--- src/rtl/updn_tmr_pkg.sv ---
package updn_tmr_pkg;
    typedef enum logic [1:0] {
        FL_CLEAR = 2'd0,
        FL_SET   = 2'd1,
        FL_ARMED = 2'd2
    } flag_st_e;

    localparam logic [2:0] ADR_CTRL = 3'd0;
    localparam logic [2:0] ADR_STAT = 3'd1;
    localparam logic [2:0] ADR_CNT  = 3'd2;
    localparam logic [2:0] ADR_GRA  = 3'd3;
    localparam logic [2:0] ADR_GRB  = 3'd4;

    localparam int unsigned NUM_FLAGS = 4;
    // flag index -> status bit: A, B, overflow, underflow
    localparam int unsigned FLAG_BIT [NUM_FLAGS] = '{0, 1, 4, 5};
endpackage

--- src/rtl/updn_tmr_counter.sv ---
module updn_tmr_counter #(
    parameter int unsigned W = 16
) (
    input  logic         clk,
    input  logic         rst_n,
    input  logic         tick,
    input  logic         up,
    input  logic         ld,
    input  logic [W-1:0] ld_val,
    output logic [W-1:0] cnt,
    output logic [W-1:0] cnt_nxt,
    output logic         step,
    output logic         wrap_hi,
    output logic         wrap_lo
);
    localparam logic [W-1:0] MAXV = {W{1'b1}};

    logic [W-1:0] cnt_q;

    always_comb begin
        cnt_nxt = up ? cnt_q + 1'b1 : cnt_q - 1'b1;
        step    = tick && !ld;
        wrap_hi = step && up  && (cnt_q == MAXV);
        wrap_lo = step && !up && (cnt_q == '0);
        cnt     = cnt_q;
    end

    always_ff @(posedge clk or negedge rst_n) begin
        if (!rst_n)    cnt_q <= '0;
        else if (ld)   cnt_q <= ld_val;
        else if (step) cnt_q <= cnt_nxt;
    end
endmodule

--- src/rtl/updn_tmr_greg.sv ---
module updn_tmr_greg #(
    parameter int unsigned W = 16
) (
    input  logic         clk,
    input  logic         rst_n,
    input  logic         cap_mode,
    input  logic         cap,
    input  logic         wr,
    input  logic [W-1:0] wdata,
    input  logic [W-1:0] cnt,
    input  logic [W-1:0] cnt_nxt,
    input  logic         step,
    output logic [W-1:0] gr,
    output logic         evt
);
    logic [W-1:0] gr_q;

    always_comb begin
        evt = cap_mode ? cap : (step && (cnt_nxt == gr_q));
        gr  = gr_q;
    end

    always_ff @(posedge clk or negedge rst_n) begin
        if (!rst_n)               gr_q <= '0;
        else if (cap_mode && cap) gr_q <= cnt;
        else if (wr)              gr_q <= wdata;
    end
endmodule

--- src/rtl/updn_tmr_flag.sv ---
module updn_tmr_flag
    import updn_tmr_pkg::*;
(
    input  logic clk,
    input  logic rst_n,
    input  logic set_evt,
    input  logic hw_clr,
    input  logic rd_hit,
    input  logic wr_hit,
    input  logic wbit,
    output logic flag
);
    flag_st_e st_q, st_d;

    always_comb begin
        st_d = st_q;
        if (hw_clr) begin
            st_d = FL_CLEAR;
        end else begin
            unique case (st_q)
                FL_CLEAR: st_d = FL_CLEAR;
                FL_SET:   st_d = rd_hit ? FL_ARMED : FL_SET;
                FL_ARMED: if (wr_hit) st_d = wbit ? FL_SET : FL_CLEAR;
                default:  st_d = FL_CLEAR;
            endcase
        end
        if (set_evt && st_d == FL_CLEAR) st_d = FL_SET;
    end

    always_ff @(posedge clk or negedge rst_n) begin
        if (!rst_n) st_q <= FL_CLEAR;
        else        st_q <= st_d;
    end

    always_comb begin
        flag = (st_q != FL_CLEAR);
    end
endmodule

--- src/rtl/updn_timer_ch.sv ---
module updn_timer_ch
    import updn_tmr_pkg::*;
#(
    parameter int unsigned CNT_W  = 16,
    parameter int unsigned ADDR_W = 3
) (
    input  logic              clk,
    input  logic              rst_n,
    input  logic [ADDR_W-1:0] addr,
    input  logic              wr_en,
    input  logic              rd_en,
    input  logic [CNT_W-1:0]  wdata,
    output logic [CNT_W-1:0]  rdata,
    input  logic              tick,
    input  logic              dir_up,
    input  logic              cap_a,
    input  logic              cap_b,
    input  logic              ack_a,
    input  logic              ack_b,
    input  logic              ack_noclr,
    output logic              irq_a,
    output logic              irq_b,
    output logic              irq_ovf,
    output logic              irq_unf
);
    localparam int unsigned CTRL_W = 6;
    localparam int unsigned PAD_W  = CNT_W - 8;

    logic [CTRL_W-1:0] ctrl_q;
    logic              dir_q;
    logic [CNT_W-1:0]  cnt_q, cnt_nxt;
    logic              step, wrap_hi, wrap_lo;
    logic [CNT_W-1:0]  gr_q [2];
    logic [1:0]        gr_evt, cap_vec, ack_vec, gr_wr;
    logic [NUM_FLAGS-1:0] set_evt, hw_clr, flag;
    logic [7:0]        stat_byte;
    logic              stat_rd, stat_wr, cnt_wr;

    always_comb begin
        stat_rd = rd_en && (addr == ADDR_W'(ADR_STAT));
        stat_wr = wr_en && (addr == ADDR_W'(ADR_STAT));
        cnt_wr  = wr_en && (addr == ADDR_W'(ADR_CNT));
        gr_wr   = {wr_en && (addr == ADDR_W'(ADR_GRB)),
                   wr_en && (addr == ADDR_W'(ADR_GRA))};
        cap_vec = {cap_b, cap_a};
        ack_vec = {ack_b, ack_a};
    end

    always_ff @(posedge clk or negedge rst_n) begin
        if (!rst_n) begin
            ctrl_q <= '0;
            dir_q  <= 1'b1;
        end else begin
            dir_q <= dir_up;
            if (wr_en && addr == ADDR_W'(ADR_CTRL)) ctrl_q <= wdata[CTRL_W-1:0];
        end
    end

    updn_tmr_counter #(.W(CNT_W)) u_cnt (
        .clk(clk), .rst_n(rst_n), .tick(tick), .up(dir_q),
        .ld(cnt_wr), .ld_val(wdata), .cnt(cnt_q), .cnt_nxt(cnt_nxt),
        .step(step), .wrap_hi(wrap_hi), .wrap_lo(wrap_lo)
    );

    for (genvar g = 0; g < 2; g++) begin : g_greg
        updn_tmr_greg #(.W(CNT_W)) u_greg (
            .clk(clk), .rst_n(rst_n), .cap_mode(ctrl_q[g]), .cap(cap_vec[g]),
            .wr(gr_wr[g]), .wdata(wdata), .cnt(cnt_q), .cnt_nxt(cnt_nxt),
            .step(step), .gr(gr_q[g]), .evt(gr_evt[g])
        );
    end

    always_comb begin
        set_evt = {wrap_lo, wrap_hi, gr_evt};
        hw_clr  = {2'b00, ack_vec & {2{!ack_noclr}}};
    end

    for (genvar f = 0; f < NUM_FLAGS; f++) begin : g_flag
        updn_tmr_flag u_flag (
            .clk(clk), .rst_n(rst_n), .set_evt(set_evt[f]), .hw_clr(hw_clr[f]),
            .rd_hit(stat_rd), .wr_hit(stat_wr), .wbit(wdata[FLAG_BIT[f]]),
            .flag(flag[f])
        );
    end

    always_comb begin
        stat_byte = {dir_q, 1'b1, flag[3], flag[2], 2'b00, flag[1], flag[0]};
        unique case (addr)
            ADDR_W'(ADR_CTRL): rdata = {{(CNT_W-CTRL_W){1'b0}}, ctrl_q};
            ADDR_W'(ADR_STAT): rdata = {{PAD_W{1'b0}}, stat_byte};
            ADDR_W'(ADR_CNT):  rdata = cnt_q;
            ADDR_W'(ADR_GRA):  rdata = gr_q[0];
            ADDR_W'(ADR_GRB):  rdata = gr_q[1];
            default:           rdata = '0;
        endcase
        irq_a   = flag[0] && ctrl_q[2];
        irq_b   = flag[1] && ctrl_q[3];
        irq_ovf = flag[2] && ctrl_q[4];
        irq_unf = flag[3] && ctrl_q[5];
    end
endmodule

--- config.mk ---
export PLATFORM = sky130hd
export DESIGN_NAME = updn_timer_ch
export DESIGN_NICKNAME = d
export VERILOG_FILES = /design/src/rtl/updn_tmr_pkg.sv /design/src/rtl/updn_tmr_counter.sv /design/src/rtl/updn_tmr_greg.sv /design/src/rtl/updn_tmr_flag.sv /design/src/rtl/updn_timer_ch.sv
export SDC_FILE = /design/constraint.sdc
export NUM_CORES = 1
export LEC_CHECK = 0
export ABC_AREA = 0
export ABC_CLOCK_PERIOD_IN_PS = 6600
export BUFFER_PORTS_ARGS = -buffer_cell sky130_fd_sc_hd__buf_2
export CAP_MARGIN = 5
export CORE_ASPECT_RATIO = 0.75
export CORE_MARGIN = 1
export CORE_UTILIZATION = 55
export DETAILED_ROUTE_END_ITERATION = 7
export GPL_ROUTABILITY_DRIVEN = 0
export GPL_TIMING_DRIVEN = 0
export HOLD_SLACK_MARGIN = 0.08
export PLACE_DENSITY = 0.83
export REMOVE_ABC_BUFFERS = 1
export SLEW_MARGIN = 20
export SYNTH_ARGS = -nofsm -noshare
export SYNTH_HDL_FRONTEND = slang
export SYNTH_SLANG_ARGS = --single-unit
--- constraint.sdc ---
create_clock -name clk -period 6.6 [get_ports clk]
set_clock_uncertainty 0.1 [all_clocks]
set_input_delay 0.33 -clock clk [delete_from_list [all_inputs] [get_ports clk]]
set_output_delay 0.33 -clock clk [all_outputs]
set_load 0.03 [all_outputs]
Word-level counts from Yosys, hierarchy flattened
Cells that the tools add are included.
Storage, ports and cells
  register bits after elaboration: 63
  input bits: 30
  output and inout port bits: 20
  word-level logic and storage cells: 95
Cells by class
  add/sub/neg operators: 2
  equal/unequal tests: 15
  mux-type cells: 29
  bitwise gates (word level): 1
  reduce and logical (&&, ||, !) cells: 39
Operators with widths (count)
  16-bit two-way mux: 7
  16-bit case mux with 5 select lines: 1
  16-bit equality test: 2
  1-bit logical AND: 23
  2-bit two-way mux: 11
  16-bit by 1-bit adder with 16-bit output (second input constant): 1
  16-bit equality test (second input constant): 1
  16-bit logical NOT: 1
  2-bit case mux with 2 select lines: 4
  16-bit by 1-bit subtractor with 16-bit output (second input constant): 1
  2-bit nonzero test: 7
  2-bit by 1-bit equality test with 1-bit output (second input constant): 4
  2-bit equality test (second input constant): 4
  2-bit logical NOT: 4
  3-bit by 2-bit equality test with 1-bit output (second input constant): 2
  1-bit two-way mux: 6
  3-bit by 1-bit equality test with 1-bit output (second input constant): 1
  3-bit equality test (second input constant): 1
  1-bit logical NOT: 3
  3-bit logical NOT: 1
  2-bit bitwise AND: 1

Depth between registers and ports, before layout
  depth in word-level cells: 8
  mapped depth: 12
  depth with buffers taken out: 10

Cells and area by module
A second synthesis with hierarchy kept.
Unflattened totals
  cells, all modules: 537
  area total of the unflattened synthesis: 5054.8 um^2
By module, submodules not included
  updn_tmr_greg: times used 2, cells each 93, area each 927.1 um^2, seq. area each 400.4 um^2
  updn_tmr_counter: times used 1, cells each 182, area each 1617.8 um^2, seq. area each 400.4 um^2
  updn_timer_ch: times used 1, cells each 97, area each 867.1 um^2, seq. area each 176.4 um^2
  updn_tmr_flag: times used 4, cells each 18, area each 178.9 um^2, seq. area each 50.0 um^2

Worst setup path before layout
Ideal clock, no wire load.
  path type: register to register
  start point: register dir_q
  end point: register g_flag[1].u_flag.st_q[0]
  setup time: 0.104 ns
  arrival: 3.040 ns
  required time: 6.396 ns
  setup slack: 3.356 ns
  stages on the path, launching flop included: 11
  buffers on the path: 0
  period minus slack after synthesis: 3.244 ns
  cells stage by stage: dfstp_2 inv_1 fa_1 a211oi_1 nor4_2 nor3_2 xnor3_1 o311ai_0 nor4b_1 o2111ai_1 o41ai_2
Between the ends
  word-level cells in the longest chain between the ends: 6
RTL lines
  start, declared: RTL line updn_timer_ch.sv:30  | logic dir_q;
  start signal, assigned: RTL line updn_timer_ch.sv:54  | dir_q <= dir_up;
  16-bit two-way mux: RTL line updn_tmr_counter.sv:21  | cnt_nxt = up ? cnt_q + 1'b1 : cnt_q - 1'b1;
  16-bit equality test: RTL line updn_tmr_greg.sv:19  | evt = cap_mode ? cap : (step && (cnt_nxt == gr_q));
  1-bit logical AND: RTL line updn_tmr_greg.sv:19
  1-bit two-way mux: RTL line updn_tmr_greg.sv:19
  1-bit logical AND: RTL line updn_tmr_flag.sv:27  | if (set_evt && st_d == FL_CLEAR) st_d = FL_SET;
  2-bit two-way mux: RTL line updn_tmr_flag.sv:27
  named net g_flag[1].u_flag.st_d[0]: RTL line updn_tmr_flag.sv:13  | flag_st_e st_q, st_d;
  end signal, assigned: RTL line updn_tmr_flag.sv:32  | else st_q <= st_d;
  end, declared: RTL line updn_tmr_flag.sv:13
The timed path passes the listed nets, and every way through them passes these cells.
A chain may end at the register's enable or synchronous reset.

Worst setup path after layout
Same ends and word-level chain as after synthesis.

==> results.toml <==
[grt]
gr-usage-all-layers_pct = 32.9
grt_pass1_wl_microns = 24700
initial_antenna_violation_count = 0
grt_start_max_net_pins = 64
global_route.overflow_total = 0
number_of_global_route_vias_before_repair = 4693

[clock_tree]
tritoncts_clock_tree = "done"
ctsHoldBuffers = 2
clk_pin_slew_ns = 0.06
cts-resized-gates = 0
clock_tree.buffer_depth = 2
cts_setup_buffers = 0
cts-htree-levels = 3
clk-insertion-delay-late_ns = 0.34
clock_tree.root_cell = "sky130_fd_sc_hd__clkbuf_16"
clkSinkCount = 63
number_of_buffers_created_by_cts = 9

[yosys]
edff_count_synth = 0
postSynth.topFlopCell = "sky130_fd_sc_hd__dfrtp_1"
part_of_the_yosys_area_used_for_sequential_elements_pct = 30.2
postSynthCellCount = 610
yosys_register_bits = 63
synth.lib_cells_used.distinct = 65
synthesized_area_per_cell_sq_um = 8.57
yosys-top-cells-area = "sky130_fd_sc_hd__dfrtp_1 (30%), sky130_fd_sc_hd__mux2i_1 (11%), sky130_fd_sc_hd__ha_1 (6.2%), sky130_fd_sc_hd__o21ai_0 (5.4%), sky130_fd_sc_hd__xnor2_1 (4.9%)"
synth.top_cells.by_count = "sky130_fd_sc_hd__dfrtp_1 (62), sky130_fd_sc_hd__nand2_1 (62), sky130_fd_sc_hd__o21ai_0 (56), sky130_fd_sc_hd__mux2i_1 (55), sky130_fd_sc_hd__nor2_1 (50)"
yosys_top_cell_area_share_pct = 29.7
yosysWarnings = 0
synth_area_sq_mm = 0.00523
async_reset_ff_share_pct = 100
synthDominantAreaCellType = "sky130_fd_sc_hd__dfrtp_1"

[setup_path]
crit_arrival_ns = 4.32
reg2reg_from = "dir_q"
critical_path_peak_fanout = 16
r2r_setup_slack_ns = 2.39
worstSetupStartpointType = "flop"
setup.worst_path.end_class = "flop"
timing.critical_path.from = "dir_q"
cp_data_required_time_ns = 6.71
worst-setup-path-type = "reg2reg"

[routing]
first_pass_iters = 5
viasPerCell = 6.45
drt_wl_total_microns = 15600
post_detailed_route_wirelength_per_cell_microns = 20.2
count_of_nets_left_with_antenna_violations_after_detail_routing = 0
remaining_drc_errors = 0
detailroute.via_count = 4974
detailed_router_s_first_iteration_violation_count = 612

[timing]
timing.hold.ws_ns = 0.118
fin_setup_tns_ns = 0
finalMaxSlewViolations = 0
timing.final.crit_share_pct = 63.8
timing_worst_slew_pin_value_ns = 1.15
max-slew-margin-rel_pct = 23.0
period_minus_slack_ns = 4.21
final_hold_viol_count = 0
final_setup_violation_count = 0
fmax_mhz = 238
setup_repair_after_global_routing_missed_its_margin = "false"

[placement]
hpwl_microns = 11100
port-buffer-count = 49
postPlaceCellArea_sq_mm = 0.00556

[hold_path]
hold_class = "in2reg"
worst_hold_startpoint = "wdata[12]"

[pwr]
power.share.combinational_pct = 55.1
power.leakage_uw = 0.00263
post_route_total_power_uw = 2770
switching_share_pct = 47.2
power_per_cell_area_mw_per_mm2 = 471
sequentialPowerShare_pct = 27.3
ir_drop_worst_vdd_mv = 0.295
cellInternalPower_uw = 1460
power_frac_clock_pct = 17.6
switching_power_uw = 1310

[flow_run]
max-cap-violations = 0

[die]
die_area_sq_mm = 0.00990
std_cell_core_area_sq_mm = 0.00912
die_w_microns = 115
die-height_microns = 86.4
io_pins = 50
starting_density_of_the_core_pct = 57.3
num_rows = 30

[finish]
antenna_cells_inserted = 0
final_cell_area_sq_mm = 0.00588
final_core_utilization_pct = 64.5
nets = 695
proportion_of_layout_cells_with_a_drive_suffix_above_1_pct = 14.6
area.growth.synth_to_final_pct = 12.6

[run_status]
status = "finished clean"
==> final timing paths <==
path / to / cells past startpoint
setup / recovery: g_flag[1].u_flag.st_q[0] / 10
hold / removal: u_cnt.cnt[12] / 3
setup reg to reg: g_flag[1].u_flag.st_q[0] / 10
hold reg to reg: g_greg[1].u_greg.gr[11] / 2
max in group asynchronous: u_cnt.cnt[4] / 2
min in group asynchronous: g_greg[0].u_greg.gr[6] / 2
==> worst max-delay path, cell delays in order, from the launching register on <==
cell and delay, ns:
sky130_fd_sc_hd__dfstp_2 0.62, sky130_fd_sc_hd__inv_1 0.33, sky130_fd_sc_hd__fa_1 0.59, sky130_fd_sc_hd__a211oi_1 0.43
sky130_fd_sc_hd__nor4_2 0.13, sky130_fd_sc_hd__nor3_2 0.50, sky130_fd_sc_hd__xnor3_1 0.28, sky130_fd_sc_hd__o311ai_0 0.17
sky130_fd_sc_hd__nor4b_1 0.39, sky130_fd_sc_hd__o2111ai_1 0.21, sky130_fd_sc_hd__o41ai_2 0.32
==> metrics by stage <==
stage / instances / setup WS, ns
2_1_floorplan: 572 / 3.05
6_report: 771 / 2.39
4_1_cts: 771 / 2.47
3_3_place_gp: 749 / 0.710
3_5_place_dp: 753 / 2.52
5_1_grt: 771 / 2.24
==> cells by family after synthesis <==
| family | share of synthesized area (%) |
|---|---|
| mux | 13.1 |
| buf+inv | 4.79 |
| simple gates | 17.3 |
| fa+ha+maj | 6.61 |
| xor+xnor | 8.24 |
| flops | 30.2 |
| compound gates | 19.8 |
==> routing by layer <==
metal	share of wire [%]	wire (microns)	vias to the layer above	GRT usage [%]
li1	-	-	2263	-
met1	42	6580	2371	45.6
met2	45	7070	302	51.6
met3	9.8	1520	38	6.22
met4	2.5	386	0	11.8
met5	0	0	-	0
==> power by group through the flow <==
stage               sequential (uW)  clock, uW  combinational [uW]
floorplan                       666          0                1170
global placement                737          0                1430
detailed placement              751          0                1480
CTS                             747        489                1500
global route                    771        504                1670
finish                          756        486                1530
==> layout make-up <==
type                    count  area (sq um)
clock inverters             6          60.1
clock buffers              10           239
well taps                 128           160
inverters                  22          82.6
flip-flops and latches     63          1580
multi-input cells         487          3430
fillers                   764          3240
repair buffers             55           329
==> flip-flops by register name, indices dropped and copies added, names as in the netlist <==
signal and cells:
g_greg.u_greg.gr 32, ctrl_q 6, u_cnt.cnt 16, dir_q 1, g_flag.u_flag.st_q 8
==> layout by cell type (no fill, tap or decap), types with 5 or more instances in the layout <==
cell type / n
sky130_fd_sc_hd__dfrtp_1: 62
sky130_fd_sc_hd__nand2_1: 61
sky130_fd_sc_hd__o21ai_0: 56
sky130_fd_sc_hd__mux2i_1: 55
sky130_fd_sc_hd__nor2_1: 50
sky130_fd_sc_hd__buf_2: 48
sky130_fd_sc_hd__a21oi_1: 43
sky130_fd_sc_hd__xnor2_1: 29
sky130_fd_sc_hd__ha_1: 26
sky130_fd_sc_hd__inv_1: 22
sky130_fd_sc_hd__xor2_1: 13
sky130_fd_sc_hd__a22oi_1: 12
sky130_fd_sc_hd__nand4_1: 12
sky130_fd_sc_hd__nor2b_1: 11
sky130_fd_sc_hd__nand3_1: 11
sky130_fd_sc_hd__mux2_2: 10
sky130_fd_sc_hd__nor3_1: 9
sky130_fd_sc_hd__clkbuf_16: 9
sky130_fd_sc_hd__nor4_1: 8
sky130_fd_sc_hd__o22ai_1: 5
sky130_fd_sc_hd__o211ai_1: 5
No activity file was read; power rests on OpenSTA's default activity.
